==> src/rtl/tr_loop_pkg.sv <==
package tr_loop_pkg;

  // Control register layout; the field order is the bit order, MSB first.
  typedef struct packed {
    logic [1:0] clk_range;
    logic       negate;
    logic [1:0] det_gain;
    logic       freeze;
    logic [1:0] loop_gain;
  } loop_cfg_t;

  localparam int unsigned SHW = 4;

  // Proportional coefficient as a left shift amount.
  function automatic logic [SHW-1:0] prop_shift(input logic [1:0] code);
    case (code)
      2'd0:    return SHW'(0);
      2'd1:    return SHW'(2);
      2'd2:    return SHW'(4);
      default: return SHW'(6);
    endcase
  endfunction

  // Integral coefficient as a left shift amount.
  function automatic logic [SHW-1:0] integ_shift(input logic [1:0] code);
    case (code)
      2'd0:    return SHW'(0);
      2'd1:    return SHW'(5);
      2'd2:    return SHW'(8);
      default: return SHW'(12);
    endcase
  endfunction

endpackage

==> src/rtl/loop_cfg_reg.sv <==
module loop_cfg_reg
  import tr_loop_pkg::*;
(
  input  logic      clk,
  input  logic      rst_n,
  input  logic      we,
  input  logic [7:0] wdata,
  output loop_cfg_t cfg
);

  loop_cfg_t cfg_q, cfg_d;

  always_comb begin
    cfg_d = cfg_q;
    if (we) cfg_d = loop_cfg_t'(wdata);
  end

  always_ff @(posedge clk or negedge rst_n) begin
    if (!rst_n) cfg_q <= '0;
    else        cfg_q <= cfg_d;
  end

  assign cfg = cfg_q;

  AST_CFG_HOLD: assert property (@(posedge clk) disable iff (!rst_n)
    !we |=> $stable(cfg_q));

  AST_CFG_LOAD: assert property (@(posedge clk) disable iff (!rst_n)
    we |=> (cfg_q == loop_cfg_t'($past(wdata))));

endmodule

==> src/rtl/err_scaler.sv <==
module err_scaler #(
  parameter int unsigned EW = 12,
  localparam int unsigned SW = EW + 2
) (
  input  logic signed [EW-1:0] err,
  input  logic        [1:0]    code,
  output logic signed [SW-1:0] scaled
);

  logic signed [SW-1:0] ext;

  assign ext = SW'(err);

  always_comb begin
    case (code)
      2'd1:    scaled = ext <<< 1;
      2'd2:    scaled = ext <<< 2;
      default: scaled = ext;      // 00 and reserved 11 both give unity
    endcase
  end

endmodule

==> src/rtl/pi_core.sv <==
module pi_core
  import tr_loop_pkg::*;
#(
  parameter int unsigned SW = 14,
  parameter int unsigned AW = 32
) (
  input  logic                 clk,
  input  logic                 rst_n,
  input  logic                 upd,
  input  logic                 frz,
  input  logic signed [SW-1:0] e,
  input  logic [SHW-1:0]       kp_sh,
  input  logic [SHW-1:0]       ki_sh,
  output logic signed [AW-1:0] out,
  output logic                 valid
);

  localparam int unsigned XW = AW + 1;
  localparam logic signed [XW-1:0] MAXE = {2'b00, {(AW-1){1'b1}}};
  localparam logic signed [XW-1:0] MINE = {2'b11, {(AW-1){1'b0}}};

  function automatic logic signed [AW-1:0] clamp(input logic signed [XW-1:0] v);
    if (v > MAXE)      return MAXE[AW-1:0];
    else if (v < MINE) return MINE[AW-1:0];
    else               return v[AW-1:0];
  endfunction

  logic signed [AW-1:0] acc_q, acc_d, out_q, out_d;
  logic                 val_q, val_d;
  logic signed [XW-1:0] e_x, inc_x, prop_x, acc_sum, out_sum;
  logic signed [AW-1:0] acc_n, out_n;

  assign e_x     = XW'(e);
  assign inc_x   = e_x <<< ki_sh;
  assign prop_x  = e_x <<< kp_sh;
  assign acc_sum = XW'(acc_q) + inc_x;
  assign acc_n   = clamp(acc_sum);
  assign out_sum = XW'(acc_n) + prop_x;
  assign out_n   = clamp(out_sum);

  always_comb begin
    acc_d = acc_q;
    out_d = out_q;
    val_d = upd;
    if (upd) begin
      if (frz) begin
        out_d = acc_q;
      end else begin
        acc_d = acc_n;
        out_d = out_n;
      end
    end
  end

  always_ff @(posedge clk or negedge rst_n) begin
    if (!rst_n) begin
      acc_q <= '0;
      out_q <= '0;
      val_q <= 1'b0;
    end else begin
      acc_q <= acc_d;
      out_q <= out_d;
      val_q <= val_d;
    end
  end

  assign out   = out_q;
  assign valid = val_q;

  AST_VALID_AFTER_UPD: assert property (@(posedge clk) disable iff (!rst_n)
    upd |=> valid);
  AST_VALID_ONLY_AFTER_UPD: assert property (@(posedge clk) disable iff (!rst_n)
    !upd |=> !valid);
  AST_OUT_HOLD: assert property (@(posedge clk) disable iff (!rst_n)
    !upd |=> $stable(out_q));
  AST_FREEZE_ACC_STABLE: assert property (@(posedge clk) disable iff (!rst_n)
    (upd && frz) |=> $stable(acc_q));
  AST_FREEZE_OUT_IS_ACC: assert property (@(posedge clk) disable iff (!rst_n)
    (upd && frz) |=> (out_q == acc_q));
  AST_NO_WRAP_UP: assert property (@(posedge clk) disable iff (!rst_n)
    (upd && !frz && !e[SW-1]) |=> (acc_q >= $past(acc_q)));
  AST_NO_WRAP_DOWN: assert property (@(posedge clk) disable iff (!rst_n)
    (upd && !frz && e[SW-1]) |=> (acc_q <= $past(acc_q)));

endmodule

==> src/rtl/tr_loop_filter.sv <==
module tr_loop_filter
  import tr_loop_pkg::*;
#(
  parameter int unsigned EW = 12,
  parameter int unsigned AW = 32
) (
  input  logic                 clk,
  input  logic                 rst_n,
  input  logic                 cfg_we,
  input  logic [7:0]           cfg_wdata,
  output logic [7:0]           cfg_rdata,
  input  logic                 freeze_in,
  input  logic                 err_valid,
  input  logic signed [EW-1:0] err_in,
  output logic                 freq_valid,
  output logic signed [AW-1:0] freq_word
);

  localparam int unsigned SW = EW + 2;

  loop_cfg_t            cfg;
  logic signed [SW-1:0] err_s;
  logic                 frz_eff;

  loop_cfg_reg u_cfg (
    .clk   (clk),
    .rst_n (rst_n),
    .we    (cfg_we),
    .wdata (cfg_wdata),
    .cfg   (cfg)
  );

  err_scaler #(.EW(EW)) u_scale (
    .err    (err_in),
    .code   (cfg.det_gain),
    .scaled (err_s)
  );

  assign frz_eff = cfg.freeze | freeze_in;

  pi_core #(.SW(SW), .AW(AW)) u_core (
    .clk   (clk),
    .rst_n (rst_n),
    .upd   (err_valid),
    .frz   (frz_eff),
    .e     (err_s),
    .kp_sh (prop_shift(cfg.loop_gain)),
    .ki_sh (integ_shift(cfg.loop_gain)),
    .out   (freq_word),
    .valid (freq_valid)
  );

  assign cfg_rdata = cfg;

endmodule

==> config.mk <==
export PLATFORM = sky130hd
export DESIGN_NAME = tr_loop_filter
export DESIGN_NICKNAME = d
export VERILOG_FILES = /design/src/rtl/tr_loop_pkg.sv /design/src/rtl/loop_cfg_reg.sv /design/src/rtl/err_scaler.sv /design/src/rtl/pi_core.sv /design/src/rtl/tr_loop_filter.sv
export SDC_FILE = /design/constraint.sdc
export NUM_CORES = 1
export LEC_CHECK = 0
export CORE_ASPECT_RATIO = 1.5
export CORE_MARGIN = 4
export CORE_UTILIZATION = 60
export DETAILED_ROUTE_END_ITERATION = 10
export HOLD_SLACK_MARGIN = 0.05
export PLACE_DENSITY = 0.82
export SLEW_MARGIN = 20
export SYNTH_ARGS = -nofsm -noshare
export SYNTH_HDL_FRONTEND = slang
export SYNTH_SLANG_ARGS = --single-unit
==> constraint.sdc <==
create_clock -name clk -period 9.15 [get_ports clk]
set_input_delay 1.83 -clock clk [delete_from_list [all_inputs] [get_ports clk]]
set_output_delay 1.83 -clock clk [all_outputs]
set_load 0.03 [all_outputs]
==> summary.txt <==
STATUS
----------------------------------------------------------------------------------
Status                                                                finished clean

SYNTH
----------------------------------------------------------------------------------
Seq/Total Area, Yosys                                                        0.233
Async set or reset register ratio after synthesis                             1.00
Mapped Avg Cell Area                                                      7.23 um2
Post-Syn Nets                                                                 1177
Cell count after synthesis                                                    1084
Post-synth EDFFs                                                                 0
Count of synthesis-stage warnings from yosys                                     0
Main flop type after synthesis                                        sky130_fd_sc_hd__dfrtp_1
Distinct cell type count of the synthesized netlist                             71
Area share of the largest cell type after synthesis                          0.233
Ranking of synthesized cells by area                                  sky130_fd_sc_hd__dfrtp_1 (23%), sky130_fd_sc_hd__ha_1 (11%), sky130_fd_sc_hd__a21oi_1 (8.7%)
Largest area contributor in the synthesized netlist                   sky130_fd_sc_hd__dfrtp_1
Number of synthesized register bits                                             73
Mapped cell area                                                          7840 um2

DIE
----------------------------------------------------------------------------------
Die width                                                                   101 um
Die H                                                                       148 um
Total Die Area                                                           15000 um2
Number of core rows                                                             50
Starting utilization of the core area                                        0.620
I/O pin cnt                                                                     66
Total core area                                                          12600 um2

ROUTE
----------------------------------------------------------------------------------
Pre-antenna DRT Iters                                                            7
Mean routed wirelength per cell                                            19.0 um
DRC viols                                                                        0
Post-route antenna net violation count                                           0
Detailed-route via count                                                      8302
Detail-routed via count per cell                                              6.53
DRC violation total after the first TritonRoute iteration                      619
Final wirelength                                                          24100 um

TIMING
----------------------------------------------------------------------------------
Final critical path time including I/O delays and setup                    8.50 ns
Number of setup violations in the final report                                   0
Top achievable clock speed                                                 118 MHz
Final Cycle Share                                                            0.929
Final worst hold slack                                                    0.513 ns
Clock Skew                                                              0.00893 ns
Unrepaired setup endpoints after global routing                                 no
Worst max-slew margin expressed relative to the limit                        0.282
Hold Violations, Final                                                           0
Total count of max-transition violations in the final report                     0
Transition time of the tightest slew-check pin                             1.05 ns
Final TNS setup                                                               0 ns

CLOCK TREE
----------------------------------------------------------------------------------
Cell at the root of the clock tree                                    sky130_fd_sc_hd__clkbuf_16
Maximum count of clock buffers along a single path                               2
Source-to-sink clock delay at the later pin of the worst-skew pair         0.34 ns
TritonCTS Buffers                                                                9
Clock transition at path regs                                              0.06 ns
TritonCTS sink count                                                            73
Postcts setup bufs                                                               0
Clock tree from TritonCTS                                                    built
H-tree depth                                                                     3

PLACE
----------------------------------------------------------------------------------
Half-perimeter wire length after detailed placement                       18800 um
Number of buffers added on ports                                                65
Final Wtd Congestion                                                          1.04

FINAL LAYOUT
----------------------------------------------------------------------------------
Area taken by flip-flops and latches                                      1830 um2
Diodes inserted                                                                  0
Share of final-layout standard cells stronger than drive strength 1         0.0556
Number of nets in the finished design                                         1203
Area growth from synthesis to layout                                         12.7%
Most common library cell in the layout ignoring fill and taps         sky130_fd_sc_hd__nand2_1
Final cell utilization of the core                                           0.699
Final-layout fill cell count                                                  1089
Commonest cells after routing, fill and taps aside                    sky130_fd_sc_hd__nand2_1 (166), sky130_fd_sc_hd__a21oi_1 (136), sky130_fd_sc_hd__nor2_1 (135)
Footprint of the multi-input gates                                        5660 um2

WORST SETUP PATH
----------------------------------------------------------------------------------
Worst-path fanout max                                                           22
Critical Path Slowest Stage Cell                                      sky130_fd_sc_hd__mux2_2
Cell depth of the worst flop-to-flop path                                       29
Biggest cell delay along the critical path                                 0.55 ns
Most used cell, CP                                                    sky130_fd_sc_hd__a21oi_1
Worst path arrival time                                                    8.69 ns
Crit Path Category                                                    input pin to flip-flop
Worst reg-to-reg setup slack                                               1.49 ns
Terminus of the critical flop-to-flop path                            u_core.out[29]
Nature of the critical path endpoint                                     flip-flop
Worst endpoint required time                                               9.34 ns
Worst flop-to-flop path startpoint                                    u_cfg.cfg[3]
Kind of start point of the critical path                                 input pin

GLOBAL ROUTE
----------------------------------------------------------------------------------
Number of global-route vias before repair                                     7997
Initial antenna violation count                                                  0
Global-route wire length before repair                                    38900 um
Largest net degree at the start of global routing                               74
Overall fraction of global-route tracks in use                               0.327
Gr ovfl total                                                                    0

WORST HOLD PATH
----------------------------------------------------------------------------------
Worst hold path depth                                                            2
Min-delay src                                                         u_core.out[20]
Hold EP                                                               u_core.out[20]
Type of the most critical hold path                                   flip-flop to flip-flop

FLOW RUN
----------------------------------------------------------------------------------
Number of max-cap violations                                                     0

==> cell type report <==
type	count	share of cell area
well taps	156	0.0221
inverters	24	0.0102
clock inverters	6	0.0102
multi-input cells	926	0.641
flip-flops and latches	73	0.207
clock buffers	10	0.0271
repair buffers	76	0.0822
==> state kept, by name, indices dropped and copies added, names as in the netlist <==
signal and flops:
u_core.out 32, u_core.acc_q 32, u_cfg.cfg 8, u_core.valid 1
==> per-layer routing <==
metal,global-route usage,part of all wire
met5,0,0
met4,0.289,0.11
met3,0.0401,0.048
met2,0.546,0.49
met1,0.354,0.35
==> cells by family (layout without fill, tap and decap cells) <==
group / Yosys count / after routing / synth area share
buffers and inverters: 85 / 116 / 0.0453
xor gates and xnor gates: 47 / 47 / 0.0525
adders and majority gates: 68 / 68 / 0.110
DFF: 73 / 73 / 0.233
and+or+nand+nor: 432 / 432 / 0.246
AOI/OAI and AO/OA: 367 / 367 / 0.296
muxes: 12 / 12 / 0.0169
==> synth_stat cells (all sizes together), types with 15 or more instances <==
| cell | count |
|---|---|
| a21o | 20 |
| a21oi | 136 |
| a31oi | 15 |
| buf | 20 |
| clkbuf | 41 |
| dfrtp | 73 |
| ha | 66 |
| inv | 23 |
| nand2 | 167 |
| nand2b | 24 |
| nand3 | 18 |
| nand4 | 15 |
| nor2 | 138 |
| nor3 | 21 |
| o211ai | 18 |
| o21ai | 89 |
| xnor2 | 26 |
| xor2 | 21 |
==> timing repair <==
| item | 4_1_cts | 5_1_grt |
|---|---|---|
| endpoints found under the setup margin | 0 | 9 |
| resized for setup | 0 | 1 |
| hold buffers | 0 | 0 |
==> metrics by stage <==
stage | worst slack (ns) | cells | instance area [um2]
5_1_grt | 0.00619 | 1271 | 8830
2_1_floorplan | 2.04 | 1084 | 7840
3_3_place_gp | 0.578 | 1255 | 8490
3_5_place_dp | 0.385 | 1255 | 8490
4_1_cts | 0.707 | 1271 | 8820
6_report | 0.647 | 1271 | 8830
==> how the worst max path moves through the flow <==
| stage | from | to | slack, ns | depth (start not counted) |
|---|---|---|---|---|
| global placement | err_in[0] | u_core.out[10] | 0.58 | 25 |
| CTS | err_in[9] | u_core.out[10] | 0.71 | 29 |
| floorplan | err_in[7] | u_core.out[13] | 2.04 | 29 |
| finish | err_in[9] | u_core.out[29] | 0.65 | 29 |
| global route | err_in[8] | u_core.out[29] | 0.006 | 26 |
| detailed placement | err_in[0] | u_core.out[10] | 0.38 | 25 |
==> critical path: cells and delay by family <==
family,cells,cell delay (ns)
AOI/OAI and AO/OA,12,2.90
adders and majority gates,3,0.88
buffers and inverters,2,0.53
muxes,1,0.55
and+or+nand+nor,11,1.99
Power is left out: the tool's default activity adds up to more than one toggle a clock period on the data nets, which glitch-free logic cannot reach.
